File: config.mk
export PLATFORM = sky130hd
export DESIGN_NAME = gain_code_latch
export DESIGN_NICKNAME = d
export VERILOG_FILES = /design/src/rtl/gcl_pkg.sv /design/src/rtl/gcl_hold_fsm.sv /design/src/rtl/gcl_split.sv /design/src/rtl/gcl_tap_decode.sv /design/src/rtl/gain_code_latch.sv
export SDC_FILE = /design/constraint.sdc
export NUM_CORES = 1
export LEC_CHECK = 0
export ABC_AREA = 0
export CAP_MARGIN = 10
export CORE_AREA = 2 2 39 41
export CTS_BUF_LIST = sky130_fd_sc_hd__clkbuf_8
export DETAILED_ROUTE_END_ITERATION = 6
export DIE_AREA = 0 0 41 43
export PLACE_DENSITY = 0.66
export SKIP_CTS_REPAIR_TIMING = 1
export SLEW_MARGIN = 30
export SYNTH_ARGS = -nofsm -noshare
export SYNTH_HDL_FRONTEND = slang
export SYNTH_SLANG_ARGS = --single-unit
File: constraint.sdc
create_clock -name clk -period 1.1 [get_ports clk]
set_input_delay 0.11 -clock clk [delete_from_list [all_inputs] [get_ports clk]]
set_output_delay 0.11 -clock clk [all_outputs]
set_load 0.05 [all_outputs]
File: src/rtl/gcl_pkg.sv
package gcl_pkg;
    localparam int CODE_W   = 3;
    localparam int NUM_TAPS = 5;
    localparam int IDX_W    = $clog2(NUM_TAPS);
    localparam int COMP_IDX = 3;

    typedef enum logic {
        ST_OPEN,
        ST_HELD
    } hold_state_t;
endpackage

File: src/rtl/gcl_hold_fsm.sv
module gcl_hold_fsm #(
    parameter int CODE_W = gcl_pkg::CODE_W
) (
    input  logic              clk,
    input  logic              rst_n,
    input  logic              hold_a,
    input  logic              hold_b,
    input  logic [CODE_W-1:0] code_in,
    input  logic              range_in,
    output logic [CODE_W-1:0] code_q,
    output logic              range_q
);
    import gcl_pkg::*;

    hold_state_t state, nxt;
    logic        hold_any;
    logic        load;

    assign hold_any = hold_a | hold_b;

    always_comb begin
        nxt = state;
        unique case (state)
            ST_OPEN: nxt = hold_any ? ST_HELD : ST_OPEN;   // CAPTURE / FOLLOW
            ST_HELD: nxt = hold_any ? ST_HELD : ST_OPEN;   // KEEP / RELEASE
        endcase
    end

    // the capture edge itself still loads; only HELD with a hold high keeps
    assign load = (state == ST_OPEN) || !hold_any;

    always_ff @(posedge clk or negedge rst_n) begin
        if (!rst_n) state <= ST_OPEN;
        else        state <= nxt;
    end

    always_ff @(posedge clk or negedge rst_n) begin
        if (!rst_n) begin
            code_q  <= '0;
            range_q <= 1'b0;
        end else if (load) begin
            code_q  <= code_in;
            range_q <= range_in;
        end
    end
endmodule

File: src/rtl/gcl_split.sv
module gcl_split #(
    parameter int CODE_W   = gcl_pkg::CODE_W,
    parameter int NUM_TAPS = gcl_pkg::NUM_TAPS,
    parameter int IDX_W    = gcl_pkg::IDX_W
) (
    input  logic [CODE_W-1:0] code_q,
    input  logic              range_q,
    input  logic              cascade,
    output logic [IDX_W-1:0]  idx1,
    output logic [IDX_W-1:0]  idx2,
    output logic              bad
);
    localparam logic [CODE_W-1:0] MAX_CODE = CODE_W'(NUM_TAPS - 1);

    always_comb begin
        idx1 = '0;
        idx2 = '0;
        bad  = 1'b0;
        if (range_q) begin
            if (cascade) begin
                if (code_q > MAX_CODE) begin
                    idx1 = IDX_W'(MAX_CODE);
                    idx2 = IDX_W'(code_q - MAX_CODE);
                end else begin
                    idx1 = IDX_W'(code_q);
                end
            end else if (code_q > MAX_CODE) begin
                bad = 1'b1;
            end else begin
                idx1 = IDX_W'(code_q);
            end
        end
    end
endmodule

File: src/rtl/gcl_tap_decode.sv
module gcl_tap_decode #(
    parameter int NUM_TAPS = gcl_pkg::NUM_TAPS,
    parameter int IDX_W    = gcl_pkg::IDX_W,
    parameter int COMP_IDX = gcl_pkg::COMP_IDX
) (
    input  logic [IDX_W-1:0]    idx,
    output logic [NUM_TAPS-1:0] tap,
    output logic                comp_cut
);
    for (genvar i = 0; i < NUM_TAPS; i++) begin : g_tap
        assign tap[i] = (idx == IDX_W'(i));
    end
    assign comp_cut = (idx >= IDX_W'(COMP_IDX));
endmodule

File: src/rtl/gain_code_latch.sv
module gain_code_latch #(
    parameter int CODE_W   = gcl_pkg::CODE_W,
    parameter int NUM_TAPS = gcl_pkg::NUM_TAPS
) (
    input  logic                clk,
    input  logic                rst_n,
    input  logic [CODE_W-1:0]   gain_code,
    input  logic                range_on,
    input  logic                hold_a,
    input  logic                hold_b,
    input  logic                cascade_mode,
    output logic [NUM_TAPS-1:0] s1_tap,
    output logic                s1_comp_cut,
    output logic [NUM_TAPS-1:0] s2_tap,
    output logic                s2_comp_cut,
    output logic                code_bad
);
    localparam int IDX_W  = $clog2(NUM_TAPS);
    localparam int STAGES = 2;

    logic [CODE_W-1:0]   code_q;
    logic                range_q;
    logic [IDX_W-1:0]    idx   [STAGES];
    logic [NUM_TAPS-1:0] taps  [STAGES];
    logic                cuts  [STAGES];

    gcl_hold_fsm #(.CODE_W(CODE_W)) u_hold (
        .clk      (clk),
        .rst_n    (rst_n),
        .hold_a   (hold_a),
        .hold_b   (hold_b),
        .code_in  (gain_code),
        .range_in (range_on),
        .code_q   (code_q),
        .range_q  (range_q)
    );

    gcl_split #(.CODE_W(CODE_W), .NUM_TAPS(NUM_TAPS), .IDX_W(IDX_W)) u_split (
        .code_q  (code_q),
        .range_q (range_q),
        .cascade (cascade_mode),
        .idx1    (idx[0]),
        .idx2    (idx[1]),
        .bad     (code_bad)
    );

    for (genvar s = 0; s < STAGES; s++) begin : g_stage
        gcl_tap_decode #(.NUM_TAPS(NUM_TAPS), .IDX_W(IDX_W)) u_dec (
            .idx      (idx[s]),
            .tap      (taps[s]),
            .comp_cut (cuts[s])
        );
    end

    assign s1_tap      = taps[0];
    assign s2_tap      = taps[1];
    assign s1_comp_cut = cuts[0];
    assign s2_comp_cut = cuts[1];
endmodule

==> impl_summary.log, run 1 <==
[metrics] effective utilization at floorplan: a little under a quarter
[metrics] vias per inst: 4.42
[metrics] worst path required time: about 1 ns
[metrics] antenna diode count: 0
[metrics] total global-route track usage: a little under an eighth
[metrics] DR iter-0 viols: 0
[metrics] run status: finished with violations
[metrics] CTS clock-pin slew for the worst setup and hold paths: around 0.030 ns
[metrics] count of nets left with antenna violations after detail routing: 0
[metrics] total of fill cells in the finished design: between 100 and 150
[metrics] Unique masters post-synth: 17
[metrics] maximum fanout along the worst path: 6
[metrics] PnR worst setup slack: -0.278 ns
[metrics] setup repair after global routing missed its margin: yes
[metrics] core region area: about 1400 um^2
[metrics] count of vias placed by the detailed router: roughly 360
[metrics] total length of routed wires: 818 um
[metrics] final cycle utilization of the critical path: 125%
[metrics] number of buffers inserted by port buffering: 20
[metrics] clock insertion delay at the later pin of the skew report: around 0.22 ns
[metrics] Fmax achieved: 726 MHz
[metrics] cell count after synthesis: 33
[metrics] final hold viol count: 0
[metrics] Pwr per Cell Area: about 1300 nW/um^2
[metrics] Final HPWL DP: between 600 and 700 um
[metrics] CTS Buf Count: 3
[metrics] Yosys top cell area share: between 30 and 40%
[metrics] total number of yosys warnings: 0
[metrics] Clock Skews: 0.000298 ns
[metrics] Sum Neg Setup Slack: -2.46 ns
[metrics] nets in the synthesized netlist: 42
[metrics] clock root cell: clkbuf_8
[metrics] maximum number of pins on one net before global-route repair: 7
[metrics] antenna violations before repair: 0
[metrics] cell taking the most area after synthesis: dfrtp_1
[metrics] number of synthesized register bits: 5
[metrics] worst setup slack before clock tree synthesis: -0.268 ns
[metrics] via count of the first global-routing pass: roughly 350
[metrics] setup-violating endpoint count in the final report: 12
[metrics] global-route wire length before repair: roughly 1300 um
[metrics] type of the worst min-delay path: in2async
[metrics] failing checks: negative setup slack
[metrics] worst setup path category: reg2out
[metrics] synth top area cells: dfrtp_1, mux2_1, nor2_1, nand2b_1, o21ai_4
[metrics] Cell Count, Final, Fillers Out: around 80
[metrics] final net count: between 70 and 80
[metrics] final instance area: 910 um^2
[metrics] max-slew violations: 0
[metrics] Die Ht: between 40 and 50 um
[metrics] CTS tree: yes
[metrics] mean instance size in the synthesized netlist: between 9 and 10 um^2
[metrics] synthesis-to-finish area growth: 185%
[metrics] number of rows in the core area: 14
[metrics] Routed WL per cell: about 10 um
[metrics] kind of start point of the critical path: register
[metrics] 1st-pass router iterations: 1
[metrics] placed cell area: 772 um^2
[metrics] Post-Place Cells: 76
[metrics] Die X: between 40 and 50 um
[metrics] Residual DRC: 0
[metrics] leakage power summed over all cells: between 0.3 and 0.4 nW
[metrics] Synth Cell Area: 319 um^2
[metrics] nature of the critical path endpoint: primary output
[metrics] CTS H-tree depth: 1
[metrics] post-route worst hold slack: 0.110 ns
[metrics] minimum clock period: around 1.4 ns
[metrics] worst endpoint data arrival time: roughly 1.3 ns
[metrics] Total Die Area: between 1500 and 2000 um^2
[metrics] buffer levels on the longest clock path: 2
[metrics] count of clock tree sinks: 5
[metrics] sequential element share of the synthesized area: 39.2%
[metrics] gpl congestion: roughly 0.72
[metrics] Max-cap violations: 0
[metrics] Top-Level Pins: 22
[metrics] worst IR drop on VDD: a little under 0.001 V
[metrics] share of layout cells above drive strength 1: about three quarters
[metrics] total congestion overflow: 0
-- path summary, 6_finish.rpt --
kind                                    endpoint  slack, ns        startpoint  cells past startpoint
worst max-delay path                   s1_tap[0]      -0.28  u_hold.code_q[1]                      3
worst min-delay path            u_hold.code_q[2]       0.11             rst_n                      1
worst max register to register    u_hold.range_q       0.12    u_hold.range_q                      2
worst min register to register  u_hold.code_q[1]       0.62  u_hold.code_q[1]                      1
max in group asynchronous       u_hold.code_q[1]       0.79             rst_n                      1
min in group clk                  u_hold.range_q       0.49          range_on                      2
-- kinds of logic (layout without fill, tap and decap cells) --
logic type / count (synthesis) / in the layout / share of synthesized area (%)
multiplexers: 4 / 4 / 15.3
flip-flops: 5 / 5 / 39.2
AND/OR/NAND/NOR: 16 / 16 / 24.7
buffers and inverters: 1 / 33 / 2.35
AO/OA/AOI/OAI: 6 / 6 / 17.3
other: 1 / 1 / 1.18
-- report_power, final --
group          internal, mW  total, mW  leakage (nW)  switching, mW
combinational         0.316      0.632         0.277          0.316
clock                 0.239      0.329        0.0269         0.0901
sequential            0.210      0.245        0.0539         0.0353
-- sequential cells by signal, summed over array words and instances, names as in the netlist --
signal and count:
u_hold.code_q 3, u_hold.state 1, u_hold.range_q 1
-- layer usage --
metal  up-vias  share of wire (%)  wire length, um  GRT usage, %
met3         2                5.4               44          3.14
met1       165                 35              283          14.8
met4         0                1.7               14          10.0
met2        17                 58              475          14.4
met5         -                  0                0             0
li1        174                  -                -             -
-- critical path, cell delays in order, from the launching register on --
cell	delay, ns
dfrtp_2	0.45
o21ba_4	0.24
a21o_4	0.21
buf_12	0.14
-- through the flow --
| step | power (mW) | utilization [%] |
|---|---|---|
| finish | 1.21 | 65.7 |
| global route | 1.26 | 65.7 |
| CTS | 1.13 | 59.0 |
| detailed placement | 0.791 | 55.8 |
| global placement | 0.786 | 55.8 |
| floorplan | 0.528 | - |
-- layout by cell type (no fill, tap or decap), drive strengths merged --
master / Yosys / layout
nand3: 1 / 1
o21ai: 1 / 1
conb: 1 / 1
and3: 1 / 1
o22ai: 1 / 1
dfrtp: 5 / 5
clkdlybuf4s50: 0 / 7
o31ai: 1 / 1
inv: 0 / 1
nor2: 8 / 8
o21bai: 1 / 1
o21ba: 1 / 1
buf: 1 / 21
nand2: 2 / 2
or2: 1 / 1
clkbuf: 0 / 3
nand2b: 3 / 3
a21o: 1 / 1
mux2: 4 / 4
dlymetal6s2s: 0 / 1
-- synthesized netlist by cell type, drive strengths merged --
cell,instances
mux2,4
a21o,1
dfrtp,5
o31ai,1
conb,1
or2,1
o21ai,1
nor2,8
nand2,2
nand3,1
o22ai,1
o21ba,1
buf,1
nand2b,3
and3,1
o21bai,1
-- layout make-up --
| type | instances | area, um^2 | area share (%) |
|---|---|---|---|
| Timing Repair Buffer | 29 | 389 | 42.8 |
| Tap cell | 16 | 20.0 | 2.20 |
| Clock buffer | 3 | 41.3 | 4.54 |
| Clock inverter | 1 | 3.75 | 0.413 |
| Multi-Input combinational cell | 27 | 327 | 35.9 |
| Sequential cell | 5 | 129 | 14.2 |
(Power assumes the default switching activity.)
==> run 2, diff against run 1 <==
--- a/config.mk
+++ b/config.mk
@@ -6,6 +6,7 @@
 export NUM_CORES = 1
 export LEC_CHECK = 0
 export ABC_AREA = 0
+export ABC_CLOCK_PERIOD_IN_PS = 1100
 export CAP_MARGIN = 10
 export CORE_AREA = 2 2 39 41
 export CTS_BUF_LIST = sky130_fd_sc_hd__clkbuf_8
==> results of run 2 <==
Final layout, timing and power as in run 1 (identical DEF).
==> run 3, diff against run 2 <==
--- a/config.mk
+++ b/config.mk
@@ -12,9 +12,10 @@
 export CTS_BUF_LIST = sky130_fd_sc_hd__clkbuf_8
 export DETAILED_ROUTE_END_ITERATION = 6
 export DIE_AREA = 0 0 41 43
-export PLACE_DENSITY = 0.66
+export PLACE_DENSITY = 0.7
 export SKIP_CTS_REPAIR_TIMING = 1
 export SLEW_MARGIN = 30
 export SYNTH_ARGS = -nofsm -noshare
 export SYNTH_HDL_FRONTEND = slang
+export SYNTH_HIERARCHICAL = 1
 export SYNTH_SLANG_ARGS = --single-unit
==> run 3 against run 2 <==
Synthesized cell count did not move. Cell count decreased by 1.2%. Largest power group unchanged. The run ends with max-slew violations, negative setup slack left. Largest cell class unchanged. Wire length rose by 2.3%.
==> impl_summary.log, run 3 <==
[metrics] post-route worst hold slack: 0.109 ns (-0.00104 ns)
[metrics] cell with the most instances after synthesis: nor3b_1
[metrics] mean instance size in the synthesized netlist: 11.0 um^2 (+14%)
[metrics] Die X: 41 um (unchanged)
[metrics] Die Ht: 43 um (unchanged)
[metrics] reg-to-reg endpoint: u_hold/code_q[1]
[metrics] CTS H-tree depth: 1 (unchanged)
[metrics] path depth of the worst reg2reg path: 2 (unchanged)
[metrics] minimum clock period: 1.53 ns (+0.154 ns)
[metrics] Total Die Area: 1760 um^2 (unchanged)
[metrics] worst setup path category: reg2out
[metrics] count of vias placed by the detailed router: 374 (+4.5%)
[metrics] Pwr Total: 1.13 mW (-6.5%)
[metrics] vias per inst: 4.68 (+5.8%)
[metrics] number of synthesized register bits: 5 (unchanged)
[metrics] maximum fanout along the worst path: 6 (unchanged)
[metrics] commonest cells in the netlist: nor3b_1, dfrtp_1, and3b_2
[metrics] DR iter-0 viols: 1 (+1)
[metrics] number of buffers inserted by port buffering: 20 (unchanged)
[metrics] count of nets left with antenna violations after detail routing: 0 (unchanged)
[metrics] Top Registers: u_hold/code_q (3), u_hold/range_q (1), u_hold/state (1)
[metrics] maximum number of pins on one net before global-route repair: 7 (unchanged)
[metrics] final cycle utilization of the critical path: 139% (+14 points)
[metrics] setup repair after global routing missed its margin: yes
[metrics] Clock Skews: 0.000763 ns (+0.000465 ns)
[metrics] gpl congestion: 0.638 (-11%)
[metrics] total of fill cells in the finished design: 102 (-7.3%)
[metrics] async set or reset register ratio after synthesis: 100% (unchanged)
[metrics] buffer levels on the longest clock path: 2 (unchanged)
[metrics] Reg area: 125 um^2 (-2.9%)
[metrics] max-slew violations: 1 (+1)
[metrics] final hold viol count: 0 (unchanged)
[metrics] nets in the synthesized netlist: 42 (unchanged)
[metrics] Unique masters post-synth: 15 (-2)
[metrics] CTS Buf Count: 3 (unchanged)
[metrics] CP cell instances: nand2_1 > o21ba_4 > nor3b_4 > buf_12
[metrics] total length of routed wires: 837 um (+2.3%)
[metrics] Fmax achieved: 653 MHz (-10%)
[metrics] leakage power summed over all cells: 0.378 nW (+5.6%)
[metrics] CTS clock-pin slew for the worst setup and hold paths: 0.03 ns (about the same)
[metrics] run status: finished with violations
[metrics] commonest cells after routing, fill and taps aside: buf_12, buf_4, clkdlybuf4s50_1
[metrics] via count of the first global-routing pass: 357 (+3.5%)
[metrics] pin slew with the least headroom to its limit: between 1.5 and 2 ns
[metrics] Residual DRC: 0 (unchanged)
[metrics] slowest stage delay, CP: 0.40 ns (-0.05 ns)
[metrics] synthesis-to-finish area growth: 148%
[metrics] antenna diode count: 0 (unchanged)
[metrics] Final HPWL DP: 729 um (+13%)
[metrics] type of the worst min-delay path: in2async
[metrics] final instance area: 900 um^2 (-1.1%)
[metrics] cell count after synthesis: 33 (unchanged)
[metrics] clock root cell: clkbuf_8
[metrics] core region area: 1380 um^2 (unchanged)
[metrics] Top-Level Pins: 22 (unchanged)
[metrics] number of flops mapped to enable cells by yosys: 0 (unchanged)
[metrics] sequential element share of the synthesized area: 34.5% (-4.7 points)
[metrics] Largest register FFs: 3 (unchanged)
[metrics] total global-route track usage: 11.8% (+0.51 points)
[metrics] setup-violating endpoint count in the final report: 12 (unchanged)
[metrics] Util after Layout: 65.0% (-0.72 points)
[metrics] total congestion overflow: 0 (unchanged)
[metrics] worst path required time: 0.99 ns (about the same)
[metrics] number of rows in the core area: 14 (unchanged)
[metrics] R2R Setup Slk: 0.16 ns (+0.04 ns)
[metrics] synth top area cells: dfrtp_1, nor3b_1, and3b_2, mux2_1, and4_2
[metrics] effective utilization at floorplan: 26.2% (+3.2 points)
[metrics] kind of start point of the critical path: register
[metrics] top flip-flop cell by instance count after synthesis: dfrtp_1
[metrics] Yosys top cell area share: 34.5% (-4.7 points)
[metrics] multi-input combinational cell area: 329 um^2 (+0.77%)
[metrics] Max-cap violations: 0 (unchanged)
[metrics] placed cell area: 841 um^2 (+8.9%)
[metrics] failing checks: max-slew violations, negative setup slack
[metrics] total number of yosys warnings: 6 (+6)
[metrics] Synth Cell Area: 363 um^2 (+14%)
[metrics] count of clock tree sinks: 5 (unchanged)
[metrics] CTS tree: yes
[metrics] global-route wire length before repair: 1450 um (+12%)
[metrics] nature of the critical path endpoint: primary output
[metrics] Routed WL per cell: 10.5 um (+3.6%)
[metrics] cell taking the most area after synthesis: dfrtp_1
[metrics] share of layout cells above drive strength 1: 68.8% (-8.2 points)
[metrics] clock insertion delay at the later pin of the skew report: 0.22 ns (about the same)
[metrics] PnR worst setup slack: -0.432 ns (-0.154 ns)
[metrics] most common cell after layout, fill and taps aside: buf_12
[metrics] worst slew margin relative to its limit: -3.71%
[metrics] Sum Neg Setup Slack: -4.41 ns (-1.94 ns)
[metrics] Pwr per Cell Area: 1250 nW/um^2 (-5.4%)
[metrics] worst endpoint data arrival time: 1.42 ns (+0.15 ns)
[metrics] startpoint of the most critical register-to-register path: u_hold/state
[metrics] slowest cell on the critical path: dfrtp_1
[metrics] 1st-pass router iterations: 4 (+3)
[metrics] final net count: 74 (-1.3%)
[metrics] Top reg by flops: u_hold/code_q
[metrics] worst IR drop on VDD: 0.000732 V (-26%)
[metrics] antenna violations before repair: 0 (unchanged)
[run 3: cell count changes after synthesis, moves of 2 or more]
cell	delta
a21o_2	+2
and4_2	+2
and3b_2	+4
nor2_1	-7
nand2b_1	-3
nor3b_1	+6
nor3_1	+3
[run 3: cell families (layout without fill, tap and decap cells)]
logic type             after synthesis  count (layout)  synth area share (%)
AO/OA/AOI/OAI                        4               4                  12.1
buffers and inverters                1              32                  2.07
flip-flops                           5               5                  34.5
multiplexers                         4               4                  13.4
other                                1               1                  1.03
AND/OR/NAND/NOR                     18              18                  36.9
[run 3: how the worst max path moves through the flow]
| stage | start | end | slack, ns |
|---|---|---|---|
| 3_5_place_dp | cascade_mode | s2_tap[1] | -0.40 |
| 3_3_place_gp | cascade_mode | s2_tap[1] | -0.35 |
| 4_1_cts | u_hold/code_q[2] | s1_tap[1] | -0.44 |
| 2_1_floorplan | u_hold/code_q[2] | s1_tap[2] | -0.27 |
| 5_1_grt | u_hold/range_q | s1_tap[4] | -0.49 |
| 6_report | u_hold/range_q | s1_tap[4] | -0.43 |
[run 3: cell type report]
cell class | count | area share [%]
clock buffer | 3 | 4.59
clock inverter | 1 | 0.417
multi-input combinational | 27 | 36.6
sequential | 5 | 13.9
tap | 16 | 2.23
timing repair buffer | 28 | 42.3
[run 3: power breakdown]
part,switching (mW),internal [mW],leakage [nW]
logic,0.282,0.292,0.295
clock network,0.0851,0.239,0.0269
registers,0.0238,0.207,0.0569
total,0.391,0.738,0.378
[run 3: metal layers]
metal	wire length, um	part of all wire (%)	GRT usage, %	vias up
li1	-	-	-	186
met5	0	0	0	-
met1	288	34	13.8	171
met2	502	60	19.7	17
met4	0	0	8.00	0
met3	46	5.5	0	0
[run 3: stage by stage]
stage          cells  worst slack (ns)
3_5_place_dp      75            -0.402
4_1_cts           79            -0.444
6_report          80            -0.432
2_1_floorplan     33            -0.275
3_3_place_gp      75            -0.350
5_1_grt           80            -0.492
[run 3: critical path: cells and delay by family, from the launching register on]
| family | cells | cell delay [ns] |
|---|---|---|
| flip-flops | 1 | 0.40 |
| AND/OR/NAND/NOR | 2 | 0.34 |
| AO/OA/AOI/OAI | 1 | 0.31 |
| buffers and inverters | 1 | 0.16 |
